File: src/rtl/xcfg_pkg.sv
package xcfg_pkg;
  localparam int          ADDR_W    = 12;
  localparam logic [11:0] BANK_BASE = 12'h800;
  localparam logic [11:0] FEAT_ADDR = 12'hFC4;
  localparam logic [6:0]  VERSION   = 7'd1;

  typedef enum logic [1:0] {
    OP_READ  = 2'b00,
    OP_WRITE = 2'b01,
    OP_SET   = 2'b10,
    OP_CLEAR = 2'b11
  } csr_op_e;
endpackage

File: src/rtl/xcfg_decode.sv
module xcfg_decode
  import xcfg_pkg::*;
#(
  parameter int MAX_GROUPS  = 4,
  parameter int IMPL_GROUPS = 4
) (
  input  logic                  valid_i,
  input  logic [ADDR_W-1:0]     addr_i,
  input  csr_op_e               op_i,
  output logic [MAX_GROUPS-1:0] rd_sel_o,
  output logic [MAX_GROUPS-1:0] wr_sel_o,
  output logic                  feat_sel_o,
  output logic                  modify_o,
  output logic                  illegal_o
);
  logic [MAX_GROUPS-1:0] rd_hit, wr_hit;
  logic                  feat_hit, known, ok;

  always_comb begin
    rd_hit = '0;
    wr_hit = '0;
    for (int g = 0; g < MAX_GROUPS; g++) begin
      if (g < IMPL_GROUPS) begin
        rd_hit[g] = (addr_i == BANK_BASE + ADDR_W'(g));
        wr_hit[g] = (addr_i == BANK_BASE + ADDR_W'(MAX_GROUPS + g));
      end
    end
    feat_hit   = (addr_i == FEAT_ADDR);
    modify_o   = (op_i != OP_READ);
    known      = (|rd_hit) | (|wr_hit) | feat_hit;
    illegal_o  = valid_i & (~known | (feat_hit & modify_o));
    ok         = valid_i & ~illegal_o;
    rd_sel_o   = ok ? rd_hit : '0;
    wr_sel_o   = ok ? wr_hit : '0;
    feat_sel_o = ok & feat_hit;
  end
endmodule

File: src/rtl/xcfg_csr_reg.sv
module xcfg_csr_reg
  import xcfg_pkg::*;
#(
  parameter int XLEN = 64
) (
  input  logic            clk_i,
  input  logic            rst_ni,
  input  logic            we_i,
  input  csr_op_e         op_i,
  input  logic [XLEN-1:0] wdata_i,
  output logic [XLEN-1:0] q_o
);
  logic [XLEN-1:0] nxt;

  always_comb begin
    unique case (op_i)
      OP_WRITE: nxt = wdata_i;
      OP_SET:   nxt = q_o | wdata_i;
      OP_CLEAR: nxt = q_o & ~wdata_i;
      default:  nxt = q_o;
    endcase
  end

  always_ff @(posedge clk_i or negedge rst_ni) begin
    if (!rst_ni)   q_o <= '0;
    else if (we_i) q_o <= nxt;
  end
endmodule

File: src/rtl/xcfg_lookup.sv
module xcfg_lookup #(
  parameter int XLEN        = 64,
  parameter int CODE_W      = 4,
  parameter int MAX_GROUPS  = 4,
  parameter int IMPL_GROUPS = 4,
  parameter int IDX_W       = 6
) (
  input  logic [MAX_GROUPS-1:0][XLEN-1:0] bank_i,
  input  logic [IDX_W-1:0]                idx_i,
  output logic [CODE_W-1:0]               code_o
);
  localparam int FIELDS = XLEN / CODE_W;
  localparam int FLD_W  = $clog2(FIELDS);
  localparam int GRP_W  = IDX_W - FLD_W;

  logic [GRP_W-1:0]                grp;
  logic [FLD_W-1:0]                fld;
  logic [FIELDS-1:0][CODE_W-1:0]   fields;

  always_comb begin
    grp    = idx_i[IDX_W-1:FLD_W];
    fld    = idx_i[FLD_W-1:0];
    fields = bank_i[grp];
    code_o = fields[fld];
    // register 0 always translates as identity; absent groups likewise
    if (idx_i == '0 || int'(grp) >= IMPL_GROUPS) code_o = '0;
  end
endmodule

File: src/rtl/xcfg_bank.sv
module xcfg_bank
  import xcfg_pkg::*;
#(
  parameter int          XLEN       = 64,
  parameter int          CODE_W     = 4,
  parameter int          NUM_REGS   = 64,
  parameter bit          HAS_UPPER  = 1'b1,
  parameter logic [11:0] SLOTS_IMPL = 12'h7FF,
  localparam int         IDX_W      = $clog2(NUM_REGS)
) (
  input  logic              clk_i,
  input  logic              rst_ni,
  input  logic              csr_valid_i,
  input  logic [11:0]       csr_addr_i,
  input  logic [1:0]        csr_op_i,
  input  logic [XLEN-1:0]   csr_wdata_i,
  output logic [XLEN-1:0]   csr_rdata_o,
  output logic              csr_illegal_o,
  input  logic [IDX_W-1:0]  ld_idx_i,
  output logic [CODE_W-1:0] ld_code_o,
  input  logic [IDX_W-1:0]  st_idx_i,
  output logic [CODE_W-1:0] st_code_o
);
  localparam int GROUP_REGS  = XLEN / CODE_W;
  localparam int MAX_GROUPS  = NUM_REGS / GROUP_REGS;
  localparam int IMPL_GROUPS = HAS_UPPER ? MAX_GROUPS : MAX_GROUPS / 2;
  localparam logic [XLEN-1:0] FEAT_VAL =
    XLEN'({HAS_UPPER, SLOTS_IMPL, VERSION, 1'b1});

  csr_op_e                         op;
  logic [MAX_GROUPS-1:0]           rd_sel, wr_sel;
  logic                            feat_sel, modify;
  logic [MAX_GROUPS-1:0][XLEN-1:0] rd_q, wr_q;

  assign op = csr_op_e'(csr_op_i);

  xcfg_decode #(
    .MAX_GROUPS (MAX_GROUPS),
    .IMPL_GROUPS(IMPL_GROUPS)
  ) u_decode (
    .valid_i   (csr_valid_i),
    .addr_i    (csr_addr_i),
    .op_i      (op),
    .rd_sel_o  (rd_sel),
    .wr_sel_o  (wr_sel),
    .feat_sel_o(feat_sel),
    .modify_o  (modify),
    .illegal_o (csr_illegal_o)
  );

  for (genvar g = 0; g < MAX_GROUPS; g++) begin : g_grp
    if (g < IMPL_GROUPS) begin : g_impl
      xcfg_csr_reg #(.XLEN(XLEN)) u_rd (
        .clk_i  (clk_i),
        .rst_ni (rst_ni),
        .we_i   (rd_sel[g] & modify),
        .op_i   (op),
        .wdata_i(csr_wdata_i),
        .q_o    (rd_q[g])
      );
      xcfg_csr_reg #(.XLEN(XLEN)) u_wr (
        .clk_i  (clk_i),
        .rst_ni (rst_ni),
        .we_i   (wr_sel[g] & modify),
        .op_i   (op),
        .wdata_i(csr_wdata_i),
        .q_o    (wr_q[g])
      );
    end else begin : g_absent
      assign rd_q[g] = '0;
      assign wr_q[g] = '0;
    end
  end

  always_comb begin
    csr_rdata_o = feat_sel ? FEAT_VAL : '0;
    for (int g = 0; g < MAX_GROUPS; g++) begin
      if (rd_sel[g]) csr_rdata_o |= rd_q[g];
      if (wr_sel[g]) csr_rdata_o |= wr_q[g];
    end
  end

  xcfg_lookup #(
    .XLEN(XLEN), .CODE_W(CODE_W), .MAX_GROUPS(MAX_GROUPS),
    .IMPL_GROUPS(IMPL_GROUPS), .IDX_W(IDX_W)
  ) u_ld_lookup (
    .bank_i(rd_q),
    .idx_i (ld_idx_i),
    .code_o(ld_code_o)
  );

  xcfg_lookup #(
    .XLEN(XLEN), .CODE_W(CODE_W), .MAX_GROUPS(MAX_GROUPS),
    .IMPL_GROUPS(IMPL_GROUPS), .IDX_W(IDX_W)
  ) u_st_lookup (
    .bank_i(wr_q),
    .idx_i (st_idx_i),
    .code_o(st_code_o)
  );
endmodule

File: config.mk
export PLATFORM = sky130hd
export DESIGN_NAME = xcfg_bank
export DESIGN_NICKNAME = d
export VERILOG_FILES = /design/src/rtl/xcfg_pkg.sv /design/src/rtl/xcfg_decode.sv /design/src/rtl/xcfg_csr_reg.sv /design/src/rtl/xcfg_lookup.sv /design/src/rtl/xcfg_bank.sv
export SDC_FILE = /design/constraint.sdc
export NUM_CORES = 1
export LEC_CHECK = 0
export BUFFER_PORTS_ARGS = -buffer_cell sky130_fd_sc_hd__buf_2
export CORE_AREA = 3 3 247 430
export CTS_BUF_LIST = sky130_fd_sc_hd__clkbuf_8
export DETAILED_ROUTE_END_ITERATION = 7
export DIE_AREA = 0 0 250 433
export GPL_TIMING_DRIVEN = 0
export PLACE_DENSITY = 0.49
export SYNTH_ARGS = -nofsm -noshare
export SYNTH_HDL_FRONTEND = slang
export SYNTH_SLANG_ARGS = --single-unit
File: constraint.sdc
create_clock -name clk_i -period 4.9 [get_ports clk_i]
set_input_delay 0.98 -clock clk_i [delete_from_list [all_inputs] [get_ports clk_i]]
set_output_delay 0.98 -clock clk_i [all_outputs]
set_load 0.05 [all_outputs]
==> results by group, run 1 <==
Floorplan
  • Die W: ~250 um
  • Core area: 103,300 um2
  • Die height: 433 um
  • I/O pins: 166
  • Initial Util: 0.2884
  • Die ar.: 108,300 um2
  • Standard-cell rows: approximately 160

Timing
  • Rel. slew slack: -0.04495
  • Fin crit period: 5.016 ns
  • Final Cycle Share: 1.024
  • Unrepaired setup endpoints after global routing: yes
  • Final setup violation count: 33
  • Final slew viol count: 10
  • Final Hold Fails: 0
  • FMAX: approximately 0.20 GHz
  • Worst-case hold slack: 0.2127 ns
  • Clock skew: 0 ns
  • Tightest Pin Transition: between 1.5 and 2 ns
  • Setup TNS Final: -1.403 ns
  • Setup ws final: -0.1160 ns

Outcome
  • Status: finished, violations left
  • Failing checks: DRC, capacitance limit, slew limit, setup timing

Route
  • Vias per inst: 6.514
  • Post-DRT Antenna Nets: 0
  • Routed wire per std cell: 39.59 um
  • Routed via count: ~30,000
  • First DRT Iteration DRCs: 4,658
  • Initial DRT Pass Iterations: 8
  • Routed WL: 184,400 um
  • # DRC: 8

Global routing
  • Total track usage: 0.3320
  • First-pass GRT wire length: 248,800 um
  • Initial antenna violation count: 14
  • Total gr overflow: 0
  • Vias in the first global route: 29,100
  • Largest net degree at the start of global routing: just over 100

Logic synthesis
  • Primary FF master, synth: dfrtp_1
  • Most frequent cell after synthesis: dfrtp_1
  • Register bit total from synthesis: roughly 510
  • Avg Synthesized Cell Area: 10.00 um2
  • Ys async rst share: 1.000
  • Netlist cell types: just over 60
  • Seq/Total Area, Yosys: 0.4302
  • Synthesized Nets: 3,070
  • Largest cells by area after synthesis: dfrtp_1 43%, a22o_1 9.5%, mux4_2 8.5%
  • Commonest cells in the netlist: 512 x dfrtp_1, 368 x nand2_1, 322 x a22o_1
  • Post-synth EDFFs: 0
  • Syn Inst Count: 2,977
  • Dominant cell type by area after synthesis: dfrtp_1
  • Synth warn: 0
  • Cell area after synthesis: 29,780 um2
  • Share of Yosys cell area claimed by the top area cell type: 0.4302

Clocking
  • Clk buf depth: 3
  • H-Tree Depth: 3
  • Clock transition at the registers of the reported paths: 0.08 ns
  • Clk root buf: clkbuf_8
  • Clk sinks: 512
  • CTS tree: built
  • CTS buffer count: 84
  • Skew-Pair Late Insertion Delay: 0.77 ns

Power and ir drop
  • VDD IR-drop max: 0.0001839 V
  • Final Total Pwr: 0.009496 W
  • Leakage power: 14.51 nW
  • Power per standard cell area: 272.3 nW/um2

Worst setup path
  • WP data required: a little under 4 ns
  • Worst-path maximum fanout: 10
  • Critical path endpoint category: primary output
  • Critical path type: in -> out
  • Worst Path Arrival: 4.04 ns
  • Crit start category: input port

Finish
  • Finished Layout Cells: 4,658
  • Reg area: 12,810 um2
  • Footprint of the multi-input gates: 15,550 um2
  • Layout cells sized above 1: 0.2089
  • Nets: 3,334
  • Fillcell total: 10,590
  • P&R area growth vs syn: 17.11%

Place
  • Port bufs: approximately 150
  • Cells after DPL: 4,484
  • Placer Congestion: 1.020
  • Pre-CTS WS: -2.259 ns
  • HPWL after DPL: ~130,000 um

Hold path
  • Min-delay worst type: in -> async

Flow run
  • Max-cap violations: 3
==> layout make-up <==
cell class                      count  share of cell area
Multi-Input combinational cell   2081              0.4459
Sequential cell                   512              0.3674
Tap cell                         1343             0.04818
Buffer                            310             0.04549
Clock buffer                      111             0.04380
Timing Repair Buffer              184             0.03308
Clock inverter                     42            0.008395
Inverter                           68            0.007318
Antenna cell                        7           0.0005022
==> cell families (layout without fill, tap and decap cells) <==
logic type	Yosys count	in the layout	synth area share
multiplexers	234	234	0.1279
buffers and inverters	384	715	0.05382
XOR/XNOR	1	1	0.0002941
AND/OR/NAND/NOR	750	750	0.1126
flip-flops	512	512	0.4302
other	0	7	0
AO/OA/AOI/OAI	1096	1096	0.2752
==> where the power goes <==
part	switching [W]	leakage [nW]	internal [W]	total, W
clock	0.00208	1.02	0.00224	0.00432
sequential	0.0000105	7.14	0.00423	0.00425
combinational	0.000711	6.35	0.000220	0.000931
total	0.00281	14.5	0.00669	0.00950
==> final timing paths <==
path	startpoint	slack, ns	endpoint	cells past startpoint
worst max-delay path	csr_addr_i[0]	-0.12	csr_rdata_o[62]	7
worst min-delay path	rst_ni	0.21	g_grp[0].g_impl.u_wr.q_o[33]$_DFFE_PN0P_	1
worst max register to register	g_grp[3].g_impl.u_wr.q_o[63]$_DFFE_PN0P_	3.74	g_grp[3].g_impl.u_wr.q_o[63]$_DFFE_PN0P_	4
worst min register to register	g_grp[3].g_impl.u_rd.q_o[45]$_DFFE_PN0P_	0.52	g_grp[3].g_impl.u_rd.q_o[45]$_DFFE_PN0P_	1
max in group asynchronous	rst_ni	2.83	g_grp[1].g_impl.u_wr.q_o[7]$_DFFE_PN0P_	4
min in group clk_i	csr_wdata_i[29]	0.48	g_grp[1].g_impl.u_wr.q_o[29]$_DFFE_PN0P_	3
==> metrics by stage <==
stage / instance area, um2 / utilization
global placement: 32220 / 0.3121
floorplan: 29780 / -
finish: 34880 / 0.3378
CTS: 34770 / 0.3367
detailed placement: 32510 / 0.3149
global route: 34860 / 0.3376
==> placed cells by master, fill, tap and decap left out, types with 12 or more instances in the layout <==
master,synthesis,final
o221ai_1,17,17
mux4_2,112,112
a21boi_0,63,63
nand2_1,368,364
buf_2,93,216
dfrtp_1,512,512
clkbuf_1,193,146
a222oi_1,42,42
buf_4,12,52
clkbuf_2,0,26
a211oi_1,201,200
mux2_2,52,52
a221oi_1,22,20
a21oi_1,216,215
nor2_1,230,225
buf_6,0,17
o21ai_0,28,24
nor3b_1,14,12
inv_1,68,93
nand3_1,39,38
clkbuf_8,0,112
mux2i_1,70,70
a22o_1,322,322
o211ai_1,22,22
a31oi_1,19,18
a22oi_1,90,89
clkbuf_4,0,24
o2bb2ai_1,12,12
nand4_1,13,13
and3_1,13,13
==> state kept, by name (all words and copies together), names as in the netlist <==
register	cells
g_grp.g_impl.u_wr.q_o	256
g_grp.g_impl.u_rd.q_o	256
==> critical path, cell delays in order <==
cell and delay [ns]:
clkbuf_1 0.44, clkbuf_4 0.44, buf_4 0.42, clkbuf_2 0.73
mux2i_1 0.18, o2111ai_1 0.46, buf_2 0.36
==> metal layers <==
layer / GRT usage / up-vias / wire [um] / part of all wire
met5: 0.004989 / - / 138 / 0.00075
met4: 0.2769 / 12 / 18510 / 0.10
met3: 0.1033 / 697 / 20580 / 0.11
met2: 0.4967 / 2376 / 80050 / 0.43
met1: 0.3883 / 15360 / 65120 / 0.35
li1: - / 11900 / - / -
==> timing repair <==
| action | CTS | global route |
|---|---|---|
| pin swaps | 8 | 0 |
| resized for setup | 138 | 34 |
| setup endpoints to repair | 72 | 36 |
| hold buffers | 0 | 0 |
| setup buffers | 20 | 0 |
(Power assumes the default switching activity.)
==> run 2: changes to the inputs <==
CORE_AREA = 3 3 305 532   (was 3 3 247 430)
CTS_CLUSTER_SIZE = 40   (was unset)
DIE_AREA = 0 0 308 535   (was 0 0 250 433)
PLACE_DENSITY = 0.48   (was 0.49)
SYNTH_HIERARCHICAL = 1   (was unset)
==> run 2 against run 1 <==
Effect of this change:
- the run ends with setup timing left
- sequential power about the same
- total power increased by 13%
- critical path depth increased by 3
- largest cell class unchanged
- largest power group unchanged
- highest routed layer unchanged
==> results by group, run 2 <==
Power and ir drop
  • Leakage power: between 15 and 20 nW
  • Power per standard cell area: slightly above 200 nW/um2
  • Power share of the clock group: 0.446
  • Cell-internal power: 0.007142 W
  • Logic pwr share: 0.159
  • P_sw: about 0.0036 W
  • Sequential power share: 0.395
  • Switching part of the total power: 0.3333
  • VDD IR-drop max: 0.0001732 V

Logic synthesis
  • Dominant cell type by area after synthesis: dfrtp_1
  • Cell area after synthesis: 45,840 um2
  • Most frequent cell after synthesis: a21oi_1
  • Compound-cell area share of the yosys netlist: 0.1102
  • Post-Synth Simple-Gate Area: 0.4548
  • Adder-cell area share of the yosys netlist: 0
  • Main combinational cell family by area after synthesis: simple AND/OR/NAND/NOR gates
  • Largest cells by area after synthesis: dfrtp_1 28%, nor4_2 14%, and4_1 9.8%
  • Avg Synthesized Cell Area: 10.63 um2
  • Commonest cells in the netlist: 532 x a21oi_1, 513 x nor3_1, 512 x and4_1, 512 x dfrtp_1, 512 x nor4_2
  • Seq/Total Area, Yosys: 0.2795
  • Syn Inst Count: 4,311
  • Synthesized Nets: 4,404
  • Share of Yosys cell area claimed by the top area cell type: 0.2795
  • Register bit total from synthesis: roughly 510
  • Ys async rst share: 1.000
  • Synth Area in XOR/XNOR: 0
  • Mux contribution to synthesized area: 0.07037
  • Synth warn: 6
  • Post-synth EDFFs: 0
  • Primary FF master, synth: dfrtp_1
  • Netlist cell types: 54

Clocking
  • CTS Hold Bufs: 0
  • Clk root buf: clkbuf_8
  • Clock transition at the registers of the reported paths: 0.08 ns
  • Skew-Pair Late Insertion Delay: 0.81 ns
  • Clk buf depth: 3
  • H-Tree Depth: 3
  • CTS tree: built
  • Clk sinks: 512
  • CTS buffer count: 92

Timing
  • Worst-case hold slack: 0.1613 ns
  • Rel. slew slack: 0.1593
  • Final Hold Fails: 0
  • Clock skew: 0 ns
  • Fin crit period: 5.066 ns
  • Unrepaired setup endpoints after global routing: no
  • Final slew viol count: 0
  • FMAX: 0.1974 GHz
  • Setup ws final: -0.1657 ns
  • Final Cycle Share: 1.034
  • Final setup violation count: 6
  • Tightest Pin Transition: 1.261 ns

Finish
  • Fillcell total: around 16,000
  • Final Core Density: 0.3255
  • Reg area: 12,810 um2
  • P&R area growth vs syn: 12.48%
  • Finished Layout Cells: approximately 6,700
  • Commonest non-fill, non-tap cells in the layout: 530 x a21oi_1, 513 x nor3_1, 512 x and4_1, 512 x nor4_2, 512 x dfrtp_1
  • Footprint of the multi-input gates: approximately 29,000 um2
  • Layout cells sized above 1: 0.3654
  • Regs by FF count: g_grp.g_impl.u_rd/q_o: 256 flops, g_grp.g_impl.u_wr/q_o: 256 flops
  • Most common cell after layout, fill and taps aside: a21oi_1
  • Nets: approximately 4,700

Floorplan
  • Core area: about 160,000 um2
  • Standard-cell rows: roughly 190
  • I/O pins: ~170
  • Die height: 535 um
  • Die ar.: 164,800 um2
  • Initial Util: 0.2894
  • Die W: 308 um

Global routing
  • First-pass GRT wire length: 388,600 um
  • Total track usage: 0.3392
  • Largest net degree at the start of global routing: 99
  • Initial antenna violation count: 35
  • Total gr overflow: 0
  • Vias in the first global route: 44,790

Outcome
  • Failing checks: setup timing
  • Status: finished, violations left

Route
  • First DRT Iteration DRCs: 5,832
  • Post-DRT Antenna Nets: 0
  • # DRC: 0
  • Routed via count: 46,310
  • Routed WL: 287,100 um
  • Vias per inst: ~7
  • Initial DRT Pass Iterations: 6
  • Routed wire per std cell: around 43 um

Worst setup path
  • CP peak stage delay: about 0.46 ns
  • Crit path max-delay family: buffers and inverters
  • Critical path endpoint category: primary output
  • Worst Path Arrival: 4.09 ns
  • Crit start category: input port
  • Cells along the critical path: buf_2 > buf_6 > buf_6 > buf_4 > nor2_1 > a22oi_2 > a31oi_1 > a21oi_2 > o21ai_0 > buf_2
  • Cells on worst reg2reg path: 2
  • Crit. path cell count: 10
  • WP data required: 3.92 ns
  • Worst path slowest cell: a22oi_2
  • Critical path type: in -> out
  • Worst-path maximum fanout: 10
  • CP Buf/Inv Count: 5

Place
  • HPWL after DPL: 210,200 um
  • Port bufs: 161
  • Placer Congestion: between 1 and 1.5
  • Cells after DPL: 6,524
  • Pre-CTS WS: -0.9256 ns

Flow run
  • Max-cap violations: 0

Hold path
  • Min-delay worst type: in -> async
## run 2: changes by cell type after synthesis, moves of 248 or more
| cell | previous run | this run |
|---|---|---|
| nand2_1 | 368 | 20 |
| nor3_1 | 7 | 513 |
| and4bb_1 | 0 | 264 |
| and4bb_2 | 0 | 248 |
| a22o_1 | 322 | 14 |
| a21oi_1 | 216 | 532 |
| nor4_2 | 2 | 512 |
| and4_1 | 3 | 512 |
## run 2: worst paths after layout
path | startpoint | slack, ns | to
worst max-delay path | ld_idx_i[4] | -0.17 | ld_code_o[1]
worst min-delay path | rst_ni | 0.16 | g_grp[0].g_impl.u_rd/q_o[39]$_DFFE_PN0P_
worst max register to register | g_grp[0].g_impl.u_rd/q_o[0]$_DFFE_PN0P_ | 3.69 | g_grp[0].g_impl.u_rd/q_o[0]$_DFFE_PN0P_
worst min register to register | g_grp[3].g_impl.u_wr/q_o[15]$_DFFE_PN0P_ | 0.66 | g_grp[3].g_impl.u_wr/q_o[15]$_DFFE_PN0P_
max in group asynchronous | rst_ni | 2.63 | g_grp[3].g_impl.u_wr/q_o[9]$_DFFE_PN0P_
min in group clk_i | g_grp[3].g_impl.u_wr/q_o[15]$_DFFE_PN0P_ | 0.66 | g_grp[3].g_impl.u_wr/q_o[15]$_DFFE_PN0P_
## run 2: area by class of cell
class	count	area share
clock inverters	40	0.005460
multi-input cells	3194	0.5665
diodes	20	0.0009707
flip-flops and latches	512	0.2485
clock buffers	126	0.03363
well taps	2047	0.04967
plain buffers	604	0.07683
repair buffers	166	0.01849
## run 2: worst reg2reg max path: stages, from the launching register on
cell and delay, ns:
dfrtp_1 0.71, a21oi_1 0.11, nor4_2 0.30
## run 2: kinds of logic after synthesis
family	count (synthesis)
AOI/OAI and AO/OA	825
buffers and inverters	605
DFF	512
muxes	152
and+or+nand+nor	2217
## run 2: power groups by stage
stage | combinational [W] | clock, W | sequential [W]
2_1_floorplan | 0.000754 | 0 | 0.00431
3_3_place_gp | 0.00160 | 0 | 0.00431
3_5_place_dp | 0.00163 | 0 | 0.00431
4_1_cts | 0.00164 | 0.00488 | 0.00423
5_1_grt | 0.00175 | 0.00501 | 0.00423
6_report | 0.00171 | 0.00478 | 0.00423
## run 2: per-layer routing
| metal | track usage | share of wire | up-vias |
|---|---|---|---|
| met2 | 0.5320 | 0.45 | 3135 |
| met5 | 0 | 0.00049 | - |
| met3 | 0.08560 | 0.083 | 1044 |
| li1 | - | - | 18590 |
| met1 | 0.3586 | 0.33 | 23530 |
| met4 | 0.3559 | 0.13 | 20 |
## run 2: stage by stage
stage / total power (W) / setup TNS [ns] / cell area [um2]
3_5_place_dp: 0.005934 / -4.097 / 49350
6_report: 0.01071 / -0.5138 / 51560
5_1_grt: 0.01099 / 0 / 51520
4_1_cts: 0.01075 / 0 / 51480
3_3_place_gp: 0.005915 / -5112.18 / 49210
2_1_floorplan: 0.005063 / 0 / 45840
## run 2: timing repair
action                     4_1_cts  5_1_grt
setup buffers                    0        0
pin swaps                        1        0
gates resized for setup         33       10
hold endpoints to repair         0        0
setup endpoints to repair        9       24
